===== config.mk =====
export PLATFORM = sky130hd
export DESIGN_NAME = shadow_pwm_channel
export DESIGN_NICKNAME = d
export VERILOG_FILES = /design/src/rtl/pwm_chan_pkg.sv /design/src/rtl/pwm_cfg_regs.sv /design/src/rtl/pwm_phase_accum.sv /design/src/rtl/pwm_duty_cmp.sv /design/src/rtl/shadow_pwm_channel.sv
export SDC_FILE = /design/constraint.sdc
export NUM_CORES = 1
export LEC_CHECK = 0
export BUFFER_PORTS_ARGS = -buffer_cell sky130_fd_sc_hd__buf_2
export CORE_MARGIN = 4
export CORE_UTILIZATION = 50
export CTS_BUF_LIST = sky130_fd_sc_hd__clkbuf_8
export CTS_CLUSTER_DIAMETER = 40
export DETAILED_ROUTE_END_ITERATION = 6
export MAX_ROUTING_LAYER = met4
export PLACE_DENSITY = 0.78
export RECOVER_POWER = 25
export SLEW_MARGIN = 20
export SYNTH_ARGS = -nofsm -noshare
export SYNTH_HDL_FRONTEND = slang
export SYNTH_SLANG_ARGS = --single-unit

===== constraint.sdc =====
create_clock -name clk -period 6.9 [get_ports clk]
set_clock_uncertainty 0.2 [all_clocks]
set_input_delay 0.69 -clock clk [delete_from_list [all_inputs] [get_ports clk]]
set_output_delay 0.69 -clock clk [all_outputs]
set_load 0.05 [all_outputs]

===== src/rtl/pwm_chan_pkg.sv =====
package pwm_chan_pkg;
   localparam int CW_W       = 32;
   localparam int EN_BIT     = 31;
   localparam int REQ_BIT    = 30;
   localparam int STEP_LSB   = 8;
   localparam int ONT_W      = 8;
   localparam int MAX_STEP_W = REQ_BIT - STEP_LSB;

   typedef struct packed {
      logic en;
      logic req;
   } ctl_flags_t;

   // high-time threshold from the inverted on-time field
   function automatic logic [ONT_W:0] high_limit(input logic [ONT_W-1:0] ont);
      return 9'd255 - {1'b0, ont};
   endfunction
endpackage


===== src/rtl/pwm_cfg_regs.sv =====
module pwm_cfg_regs
   import pwm_chan_pkg::*;
#(
   parameter int STEP_W = 16
) (
   input  logic                 clk,
   input  logic                 rst_n,
   input  logic                 wr_en,
   input  logic [CW_W-1:0]      wr_data,
   input  logic                 commit_i,
   output ctl_flags_t           flags_o,
   output logic [STEP_W-1:0]    act_step_o,
   output logic [ONT_W-1:0]     act_ont_o,
   output logic [CW_W-1:0]      rd_data_o
);
   localparam int PAD_W = MAX_STEP_W - STEP_W;

   ctl_flags_t          flags_q;
   logic [STEP_W-1:0]   sh_step_q;
   logic [ONT_W-1:0]    sh_ont_q;
   logic [STEP_W-1:0]   act_step_q;
   logic [ONT_W-1:0]    act_ont_q;
   logic                accept;

   assign accept = wr_en && !flags_q.req;

   always_ff @(posedge clk or negedge rst_n) begin
      if (!rst_n) begin
         flags_q    <= '0;
         sh_step_q  <= '0;
         sh_ont_q   <= '0;
         act_step_q <= '0;
         act_ont_q  <= '0;
      end else begin
         if (commit_i) begin
            act_step_q <= sh_step_q;
            act_ont_q  <= sh_ont_q;
         end
         if (accept) begin
            flags_q.en  <= wr_data[EN_BIT];
            flags_q.req <= wr_data[REQ_BIT];
            sh_step_q   <= wr_data[STEP_LSB +: STEP_W];
            sh_ont_q    <= wr_data[ONT_W-1:0];
         end else if (commit_i) begin
            flags_q.req <= 1'b0;
         end
      end
   end

   generate
      if (PAD_W > 0) begin : g_pad
         assign rd_data_o = {flags_q.en, flags_q.req, {PAD_W{1'b0}}, sh_step_q, sh_ont_q};
      end else begin : g_full
         assign rd_data_o = {flags_q.en, flags_q.req, sh_step_q, sh_ont_q};
      end
   endgenerate

   assign flags_o    = flags_q;
   assign act_step_o = act_step_q;
   assign act_ont_o  = act_ont_q;
endmodule


===== src/rtl/pwm_phase_accum.sv =====
module pwm_phase_accum #(
   parameter int STEP_W = 16
) (
   input  logic                clk,
   input  logic                rst_n,
   input  logic                en_i,
   input  logic [STEP_W-1:0]   step_i,
   output logic [STEP_W-1:0]   acc_o,
   output logic                wrap_o
);
   logic [STEP_W-1:0] acc_q;
   logic [STEP_W:0]   sum;

   assign sum    = {1'b0, acc_q} + {1'b0, step_i};
   assign wrap_o = en_i && sum[STEP_W];

   always_ff @(posedge clk or negedge rst_n) begin
      if (!rst_n)     acc_q <= '0;
      else if (en_i)  acc_q <= sum[STEP_W-1:0];
      else            acc_q <= '0;
   end

   assign acc_o = acc_q;
endmodule


===== src/rtl/pwm_duty_cmp.sv =====
module pwm_duty_cmp
   import pwm_chan_pkg::*;
#(
   parameter bit OUT_REG = 1'b0
) (
   input  logic               clk,
   input  logic               rst_n,
   input  logic               en_i,
   input  logic [7:0]         phase_i,
   input  logic [ONT_W-1:0]   ont_i,
   output logic               pwm_o
);
   logic hi;

   assign hi = en_i && ({1'b0, phase_i} < high_limit(ont_i));

   generate
      if (OUT_REG) begin : g_flop
         logic pwm_q;
         always_ff @(posedge clk or negedge rst_n) begin
            if (!rst_n) pwm_q <= 1'b0;
            else        pwm_q <= hi;
         end
         assign pwm_o = pwm_q;
      end else begin : g_comb
         assign pwm_o = hi;
      end
   endgenerate
endmodule


===== src/rtl/shadow_pwm_channel.sv =====
module shadow_pwm_channel
   import pwm_chan_pkg::*;
#(
   parameter int STEP_W  = 16,
   parameter bit OUT_REG = 1'b0
) (
   input  logic              clk,
   input  logic              rst_n,
   input  logic              wr_en,
   input  logic [31:0]       wr_data,
   output logic [31:0]       rd_data,
   output logic              pwm_out
);
   localparam int PH_LSB = STEP_W - 8;

   generate
      if (STEP_W < 8 || STEP_W > MAX_STEP_W) begin : g_bad_w
         $error("STEP_W must lie in 8..22");
      end
   endgenerate

   ctl_flags_t          flags;
   logic                en_q;
   logic [STEP_W-1:0]   act_step_q;
   logic [ONT_W-1:0]    act_ont_q;
   logic [STEP_W-1:0]   acc_q;
   logic                wrap;
   logic                boundary;
   logic                commit;

   assign en_q     = flags.en;
   assign boundary = !en_q || (act_step_q == '0) || wrap;
   assign commit   = flags.req && boundary;

   pwm_cfg_regs #(.STEP_W(STEP_W)) regs_i (
      .clk        (clk),
      .rst_n      (rst_n),
      .wr_en      (wr_en),
      .wr_data    (wr_data),
      .commit_i   (commit),
      .flags_o    (flags),
      .act_step_o (act_step_q),
      .act_ont_o  (act_ont_q),
      .rd_data_o  (rd_data)
   );

   pwm_phase_accum #(.STEP_W(STEP_W)) accum_i (
      .clk    (clk),
      .rst_n  (rst_n),
      .en_i   (en_q),
      .step_i (act_step_q),
      .acc_o  (acc_q),
      .wrap_o (wrap)
   );

   pwm_duty_cmp #(.OUT_REG(OUT_REG)) cmp_i (
      .clk     (clk),
      .rst_n   (rst_n),
      .en_i    (en_q),
      .phase_i (acc_q[PH_LSB +: 8]),
      .ont_i   (act_ont_q),
      .pwm_o   (pwm_out)
   );
endmodule


==> reports/qor.txt <==
I/O Buffers -> 55
number of antenna violations at the first check in global routing -> 0
final max-slew violation count -> 67
Peak VDD IR -> 0.298 mV
clk buf depth -> 2
met2 usage -> 0.269
critical path class -> input pin to async pin
met3 Usage GRT -> 0.0525
#FFs+latches synth -> 66
placed insts -> 387
clock root cell -> clkbuf_8
Leak -> 0.00182 uW
register area share after synthesis -> 0.497
Post-CTS Setup Repair Bufs -> 0
failing checks -> capacitance limit, slew limit
Routability Congestion -> 0.897
Wirelength per Cell -> 15.3 microns
Period minus WS final -> 3.76 ns
Crit. End Element -> async pin
GR peak layer -> met2
die area -> 0.00802 sq mm
cell area after layout -> 0.00380 sq mm
Crit-path slowest cell -> clkbuf_1
I/O pin count -> 68
Inserted Clock Buffers -> 9
# hold bufs at CTS -> 0
Starting Density -> 0.521
Syn Inst Count -> 262
Die Ht -> 89.5 microns
DP HPWL -> 4310 microns
share of layout cells above drive strength 1 -> 0.408
grt met1 use -> 0.215
Die W -> 89.5 microns
clock sink count -> 66
routed wire length -> 6180 microns
status -> finished, violations left
Post-Syn Area -> 0.00332 sq mm
slew margin rel. -> -1.30
Inserted Diodes -> 0
Setup TNS -> 0 ns
Post-synth ARST share -> 1.00
post-synthesis cell type count -> 46
final setup vio count -> 0
largest net degree at the start of global routing -> 67
Worst Hold Depth -> 1
actual slew at the worst max-slew pin -> 3.45 ns
GRT Util Overall -> 0.173
via count -> 2222
ys flop type -> dfrtp_1
first drt pass iteration count -> 4
Syn-to-layout area delta -> 14.2%
Clk pin slew, worst setup/hold paths -> 0.07 ns
worst endpoint data arrival time -> 3.22 ns
Stages on worst setup path -> 2
global route total overflow -> 0
CTS tree -> built
CTS-repair resized insts -> 0
Layout Cells excl Fill -> 403
startpoint types -> input pin
Final Cycle Share -> 0.546
Syn Area/Cell -> 12.7 sq um
worst min path class -> flip-flop to flip-flop
DRT iter0 DRCs -> 106
Crit path largest cell delay -> 2.42 ns
Hold Fails Final Rpt -> 0
Worst Path Required -> 6.36 ns
CP bufs+invs -> 2
Final nets -> 380
placed cell area -> 0.00364 sq mm
row count -> 29
power per cell area -> 546 mW/mm^2
H-Tree Level Count -> 3
clk_lat worst skew -> 0.34 ns
RSZ-0062 raised after global routing -> false
max-cap viol count -> 1
Syn. warnings -> 0
worst r2r path cells -> 8
number of synthesized flops with an enable pin -> 0
Via-to-Cell Ratio -> 5.51
fmax -> 266 MHz
number of global-route vias before repair -> 2112
CP top delay family -> buffers and inverters
Core Region -> 0.00639 sq mm
first-pass GRT wire length -> 10000 microns
CP max FO -> 66
Routed Antenna Nets -> 0
worst path cell trace -> buf_2 -> clkbuf_1
DRC viols -> 0
power breakdown:
part	total, uW	switching (uW)	internal (uW)
registers	691	134	558
logic	1110	644	471
clock network	268	142	126
total	2070	920	1150
placed cells by master (no fill, tap or decap), types with 4 or more instances in the layout:
master / count
nand2_1: 8
o21a_1: 7
buf_2: 55
conb_1: 6
nor2_1: 5
dfrtp_1: 66
nor4_1: 5
mux2_2: 49
o21ai_0: 7
ha_1: 23
a21o_1: 4
and2_1: 11
xnor2_1: 4
clkbuf_8: 9
a21oi_1: 13
clkinv_2: 5
xor2_1: 5
routing by layer:
layer / vias up / part of all wire
li1: 1060 / -
met1: 1094 / 0.46
met2: 58 / 0.47
met3: 10 / 0.051
met4: 0 / 0.017
met5: - / 0
sequential cells by signal (all words and copies together), names as in the netlist:
register,flops
accum_i.acc_o,16
regs_i.sh_ont_q,8
regs_i.act_ont_o,8
regs_i.act_step_o,16
regs_i.flags_o,2
regs_i.sh_step_q,16
cell families (layout without fill, tap and decap cells):
kind of cell,Yosys count,in the layout,synth area share
flops,66,66,0.497
mux,51,51,0.172
simple gates,49,49,0.0851
compound gates,46,46,0.0982
fa+ha+maj,24,24,0.0926
buf+inv,16,75,0.0305
xor+xnor,9,9,0.0237
other cells,1,6,0.00113
synthesized netlist by cell type (2+ instances only):
master    count  area (sq um)
a21o_1        4          30.0
a21o_2        2          17.5
a21oi_1      13          65.1
and2_1       11          68.8
and3_2        2          15.0
buf_1         2          7.51
buf_4         7          52.6
buf_6         2          22.5
clkbuf_1      3          11.3
dfrtp_1      66          1650
ha_1         23           288
inv_1         2          7.51
mux2_2       49           552
mux2i_1       2          20.0
nand2_1       8          30.0
nand2b_1      3          18.8
nand4_1       2          12.5
nor2_1        5          18.8
nor2b_1       2          12.5
nor3_1        3          15.0
nor4_1        5          31.3
o21a_1        7          52.6
o21ai_0       7          35.0
or2_2         3          18.8
xnor2_1       4          35.0
xor2_1        5          43.8
per-stage QoR:
step | hold WS (ns) | utilization | worst slack [ns] | total power [uW]
finish | 0.319 | 0.594 | 3.14 | 2070
global route | 0.334 | 0.594 | 2.37 | 2230
CTS | 0.322 | 0.595 | 3.39 | 2090
detailed placement | 0.305 | 0.570 | 3.41 | 1810
global placement | 0.305 | 0.570 | 3.44 | 1760
floorplan | 0.194 | - | 3.93 | 1580
final timing paths:
kind	from	end	slack [ns]
max	rst_n	regs_i.act_step_o[8]$_DFFE_PN0P_	3.14
min	regs_i.act_ont_o[2]$_DFFE_PN0P_	regs_i.act_ont_o[2]$_DFFE_PN0P_	0.32
max reg2reg	regs_i.act_step_o[0]$_DFFE_PN0P_	regs_i.act_step_o[5]$_DFFE_PN0P_	3.40
min reg2reg	regs_i.act_ont_o[2]$_DFFE_PN0P_	regs_i.act_ont_o[2]$_DFFE_PN0P_	0.32
max in group clk	regs_i.act_step_o[0]$_DFFE_PN0P_	regs_i.act_step_o[5]$_DFFE_PN0P_	3.40
min in group asynchronous	rst_n	regs_i.act_ont_o[7]$_DFFE_PN0P_	1.43
final cells by class:
class	instances	area, sq um
Inverter	2	7.51
Tap cell	77	96.3
Sequential cell	66	1650
Multi-Input combinational cell	185	1590
Clock inverter	7	37.5
Timing Repair Buffer	57	287
Clock buffer	9	124
Fill cell	549	2590
Note: power is estimated with default switching activity, not from simulation.
